===== src/rtl/regframe_callunit.sv =====
module regframe_callunit #(
  parameter int BASE_W  = 8,
  parameter int OFF_W   = 4,
  parameter int PC_W    = 23,
  parameter int NFRAMES = 16,
  parameter int DEPTH   = 8
) (
  input  logic                      clk,
  input  logic                      rst_n,
  input  logic                      ins_valid,
  input  logic [2:0]                chop,
  input  logic [OFF_W+1:0]          left_spec,
  input  logic [OFF_W+2:0]          right_spec,
  input  logic [OFF_W+2:0]          dst_spec,
  input  logic [OFF_W-1:0]          imm,
  input  logic [OFF_W+2:0]          ret_dst_in,
  input  logic [PC_W-1:0]           ret_pc_in,
  output logic [BASE_W+OFF_W-1:0]   left_addr,
  output logic [BASE_W+OFF_W-1:0]   right_addr,
  output logic                      right_is_func,
  output logic [OFF_W+1:0]          right_fcode,
  output logic [BASE_W+OFF_W-1:0]   dst_addr,
  output logic                      dst_is_func,
  output logic [OFF_W+1:0]          dst_fcode,
  output logic [PC_W-1:0]           ret_pc,
  output logic [OFF_W+2:0]          ret_dst,
  output logic                      trap_full,
  output logic                      trap_seq
);
  localparam int AW  = BASE_W + OFF_W;
  localparam int SW  = OFF_W + 3;
  localparam int FW  = $clog2(NFRAMES);
  localparam int IW  = $clog2(DEPTH);
  localparam int SPW = $clog2(DEPTH + 1);
  localparam logic [2:0] OP_OPEN = 3'd1, OP_CALL = 3'd2, OP_OCALL = 3'd3,
                         OP_TOPEN = 3'd4, OP_TCALL = 3'd5, OP_RET = 3'd6, OP_BAD = 3'd7;
  localparam logic [SW-1:0] USE_RET = {1'b1, {(OFF_W+1){1'b1}}, 1'b0};

  logic [BASE_W-1:0] o_q, a_q, r_q, o_n, a_n, r_n;
  logic [NFRAMES-1:0] busy_q, busy_n;
  logic [SPW-1:0] sp_q;
  logic prev_ret_q;

  logic [BASE_W-1:0] stk_r [DEPTH];
  logic [BASE_W-1:0] stk_a [DEPTH];
  logic [PC_W-1:0]   stk_pc[DEPTH];
  logic [SW-1:0]     stk_dst[DEPTH];

  logic have_top;
  logic [IW-1:0] top_i, push_i;
  logic [BASE_W-1:0] top_a, top_r;
  logic [FW-1:0] free_i;
  logic [BASE_W-1:0] free_base;
  logic free_ok, wants_alloc, wants_push, is_ret, go;
  logic [SW-1:0] dst_eff;

  assign have_top = sp_q != '0;
  assign top_i    = IW'(sp_q - 1'b1);
  assign push_i   = IW'(sp_q);
  assign top_a    = have_top ? stk_a[top_i]   : '0;
  assign top_r    = have_top ? stk_r[top_i]   : '0;
  assign ret_pc   = have_top ? stk_pc[top_i]  : '0;
  assign ret_dst  = have_top ? stk_dst[top_i] : '0;

  always_comb begin
    free_ok = 1'b0;
    free_i  = '0;
    for (int i = NFRAMES - 1; i >= 1; i--)
      if (!busy_q[i]) begin
        free_ok = 1'b1;
        free_i  = FW'(i);
      end
  end
  assign free_base = BASE_W'(free_i);

  assign wants_alloc = (chop == OP_OPEN) || (chop == OP_OCALL) || (chop == OP_TOPEN);
  assign wants_push  = (chop == OP_CALL) || (chop == OP_OCALL);
  assign is_ret      = chop == OP_RET;

  assign trap_full = ins_valid && ((wants_alloc && !free_ok) || (wants_push && sp_q == SPW'(DEPTH)));
  assign trap_seq  = ins_valid && ((chop == OP_BAD) || (is_ret && (!have_top || prev_ret_q)));
  assign go        = ins_valid && !trap_full && !trap_seq;

  always_comb begin
    o_n = o_q; a_n = a_q; r_n = r_q; busy_n = busy_q;
    if (go) begin
      unique case (chop)
        OP_OPEN, OP_TOPEN: begin
          o_n = free_base;
          busy_n[free_i] = 1'b1;
        end
        OP_CALL: begin
          r_n = a_q;
          a_n = o_q;
        end
        OP_OCALL: begin
          o_n = free_base;
          busy_n[free_i] = 1'b1;
          r_n = a_q;
          a_n = free_base;
        end
        OP_TCALL: begin
          if (a_q != o_q && a_q != '0) busy_n[FW'(a_q)] = 1'b0;
          a_n = o_q;
        end
        OP_RET: begin
          if (a_q != '0 && a_q != top_a) busy_n[FW'(a_q)] = 1'b0;
          a_n = top_a;
          r_n = top_r;
          o_n = top_a;
        end
        default: ;
      endcase
    end
  end

  always_ff @(posedge clk) begin
    if (!rst_n) begin
      o_q <= '0; a_q <= '0; r_q <= '0;
      busy_q <= NFRAMES'(1);
      sp_q <= '0;
      prev_ret_q <= 1'b0;
    end else begin
      o_q <= o_n; a_q <= a_n; r_q <= r_n;
      busy_q <= busy_n;
      if (go) begin
        prev_ret_q <= is_ret;
        if (wants_push) sp_q <= sp_q + 1'b1;
        else if (is_ret) sp_q <= sp_q - 1'b1;
      end
    end
  end

  always_ff @(posedge clk)
    if (rst_n && go && wants_push) begin
      stk_r[push_i]   <= r_q;
      stk_a[push_i]   <= a_q;
      stk_pc[push_i]  <= ret_pc_in;
      stk_dst[push_i] <= ret_dst_in;
    end

  function automatic logic [AW-1:0] frame_addr(input logic [1:0] sel, input logic [OFF_W-1:0] off,
      input logic [BASE_W-1:0] o, input logic [BASE_W-1:0] a, input logic [BASE_W-1:0] r,
      input logic [OFF_W-1:0] k);
    case (sel)
      2'd0:    return {o, off};
      2'd1:    return {a, off};
      2'd2:    return {r, off};
      default: return {{(AW-2*OFF_W){1'b0}}, k, off};
    endcase
  endfunction

  assign left_addr  = frame_addr(left_spec[OFF_W+1:OFF_W], left_spec[OFF_W-1:0], o_q, a_q, r_q, imm);
  assign right_addr = frame_addr(right_spec[OFF_W+1:OFF_W], right_spec[OFF_W-1:0], o_q, a_q, r_q, imm);
  assign right_is_func = right_spec[SW-1];
  assign right_fcode   = right_spec[SW-2:0];

  assign dst_eff     = (dst_spec == USE_RET) ? ret_dst : dst_spec;
  assign dst_addr    = frame_addr(dst_eff[OFF_W+1:OFF_W], dst_eff[OFF_W-1:0], o_n, a_n, r_n, imm);
  assign dst_is_func = dst_eff[SW-1];
  assign dst_fcode   = dst_eff[SW-2:0];
endmodule


===== config.mk =====
export PLATFORM = sky130hd
export DESIGN_NAME = regframe_callunit
export DESIGN_NICKNAME = d
export VERILOG_FILES = /design/src/rtl/regframe_callunit.sv
export SDC_FILE = /design/constraint.sdc
export NUM_CORES = 1
export LEC_CHECK = 0
export CORE_MARGIN = 4
export CORE_UTILIZATION = 55
export DETAILED_ROUTE_END_ITERATION = 8
export PLACE_DENSITY = 0.81
export SLEW_MARGIN = 20
export SYNTH_ARGS = -nofsm -noshare
export SYNTH_HDL_FRONTEND = slang
export SYNTH_SLANG_ARGS = --single-unit

===== constraint.sdc =====
create_clock -name clk -period 6.7 [get_ports clk]
set_clock_uncertainty 0.2 [all_clocks]
set_input_delay 0.67 -clock clk [delete_from_list [all_inputs] [get_ports clk]]
set_output_delay 0.67 -clock clk [all_outputs]
set_load 0.05 [all_outputs]

==> metrics.txt <==
Die Area=35000 sq um; Largest stage delay, worst path=0.84 ns; layout cells sized above 1=a little under a fifth; fin crit period=approximately 5.5 ns; clock root cell=clkbuf_16; final setup violation count=0; relative slew slack=between 40% and 50%; crit end category=output port; Hold WC Path Type=flip-flop to flip-flop; DRT Pass-1 Iters=6; Fill cells=2075; Post-synth EDFFs=368; Die X=187 um; fin nets=between 1000 and 1500; flop2flop setup slack=2.25 ns; critical path type=flip-flop to output port; most common cell after layout, fill and taps aside=edfxtp_1; FMAX=180 MHz; WP data required=5.83 ns; Max VDD drop=0.193 mV; yosys warns=0; Final HPWL DP=24900 um; H-tree levels=2; Data arrival, critical path=4.68 ns; DRC Markers=0; DR vias=10664; max-slew violations=0; CP startpoint kind=flip-flop; Crit path buffers/inverters=3; Hold Buf Count CTS=0; mean post-synth cell area=between 15 and 20 sq um; Max Fanout on Critical Path=37; worst-margin pin slew=roughly 0.87 ns; Post-Synthesis Net Count=1179; ys flop type=edfxtp_1; Routed WL per cell=25.2 um; slowest CP cell=clkdlybuf4s50_1; vias in the first global route=11067; post-route ant nets=0; crit-path cells=inv_2 > ha_1 > xor2_4 > buf_4 > mux4_2 > nand2_1 > a21oi_1 > a22oi_1 > mux2_2 > o22ai_1 > clkdlybuf4s50_1; GP Congestion=0.890; synth unique cells=74; io pins=around 140; clock-pin slew on the worst setup and hold paths=0.06 ns; storage element area=between 10000 and 15000 sq um; quantity of gates resized following cts=0; synthesized cell area=roughly 18000 sq um; Max Cap Viol=0; Worst-Skew Late Latency=0.55 ns; CTS tree=built; starting density of the core=55.8%; RSZ-0062 raised after global routing=false; Setup TNS Final=0 ns; Crit path max-delay family=buffers and inverters; Max Root-Sink Buffers=3; pwr/cell area=291 nW/um^2; Die H=187 um; initial antenna violation count=1; commonest cells after routing, fill and taps aside=368 x edfxtp_1, 128 x nand2_1, 115 x clkdlybuf4s50_1, 98 x mux4_2, 59 x nor2_1; area of the multi-input gates=5310 sq um; Gate Count Post-Synth=1116; gr usage total=around a quarter; largest net degree at the start of global routing=48; num rows=65; total grt overflow=0; asr flop ratio synth=0%; power after layout=~6.0 mW; global-route wire length before repair=65600 um; number of DRC markers in iteration 0=1197; Synth Register Bits=412; period utilization=82.8%; CTS sink count=412; Pleak=between 6 and 7 nW; WL final=~42000 um; status=finished clean; post-CTS setup buffer count=0; CTS buffer count=42; register area share after synthesis=67.6%; Fin. Hold Viols=0; Hold WS=0.279 ns; core area=31600 sq um; port bufs=around 120; P&R area growth vs syn=16.9%; via density per instance=6.42
==> synthesized netlist by cell type, drive strengths merged (9+ instances only) <==
library cell | number | area share, %
buf | 47 | 1.6
mux2i | 33 | 1.9
dfxtp | 44 | 5.0
o21ai | 35 | 1.0
clkbuf | 37 | 0.79
nand3 | 11 | 0.31
nand4 | 9 | 0.32
nor3 | 13 | 0.37
nand2 | 128 | 2.7
o22ai | 11 | 0.39
inv | 19 | 0.40
a21oi | 53 | 1.5
nor2 | 65 | 1.4
mux4 | 98 | 13
xnor2 | 14 | 0.69
edfxtp | 368 | 63
and2 | 11 | 0.39
==> power breakdown <==
part / internal (mW) / switching (mW)
Combinational: 0.321 / 0.535
Clock: 1.34 / 0.976
Sequential: 2.81 / 0.0322
==> worst reg2reg max path, stage by stage, from the launching register on <==
cell and delay [ns]:
dfxtp_4 0.49, inv_2 0.20, ha_4 0.60, buf_4 0.56, mux2i_1 0.16, mux4_2 0.60, a221oi_2 0.35, o31ai_2 0.15
a2111oi_4 0.40, o21ai_2 0.13, o21a_1 0.27, a311oi_2 0.25
==> sequential cells by signal, indices dropped and copies added, names as in the netlist, 4 cells and up <==
name,flops
stk_a,64
busy_q,15
sp_q,4
stk_pc,184
stk_dst,56
stk_r,64
r_q,8
a_q,8
o_q,8
==> logic make-up (layout without fill, tap and decap cells) <==
group | after synthesis | after routing | share of synthesized area [%]
flops | 412 | 412 | 67.6
simple gates | 266 | 266 | 6.72
compound gates | 177 | 177 | 6.92
mux | 139 | 139 | 14.9
buf+inv | 103 | 246 | 2.81
xor+xnor | 16 | 16 | 0.837
fa+ha+maj | 3 | 3 | 0.213
other cells | 0 | 1 | 0
==> through the flow <==
step	worst slack [ns]	utilization (%)	std cells	area, sq um
floorplan	0.631	-	1116	17600
global placement	1.52	60.8	1584	19200
detailed placement	1.43	60.8	1584	19200
CTS	1.15	65.2	1661	20600
global route	0.863	65.2	1662	20600
finish	1.15	65.2	1662	20600
==> path summary, 6_finish.rpt <==
path,to,startpoint,cells after the start
worst max-delay path,dst_addr[10],sp_q[0],11
worst min-delay path,prev_ret_q,prev_ret_q,2
worst max register to register,busy_q[4],sp_q[0],11
worst min register to register,prev_ret_q,prev_ret_q,2
==> layout make-up <==
class / instances / area share, %
antenna: 1 / 0.0121
clock buffer: 47 / 5.29
clock inverter: 30 / 1.38
inverter: 19 / 0.346
multi-input combinational: 601 / 25.8
sequential: 412 / 57.9
tap: 402 / 2.44
timing repair buffer: 150 / 6.91
==> per-layer routing <==
layer  up-vias  track usage [%]  wire length (um)
met2       572             38.8             20600
met3       101             4.07              3340
li1       4600                -                 -
met1      5391             33.1             16600
met4         0             8.42              1380
met5         -                0                 0
(Power assumes the default switching activity.)
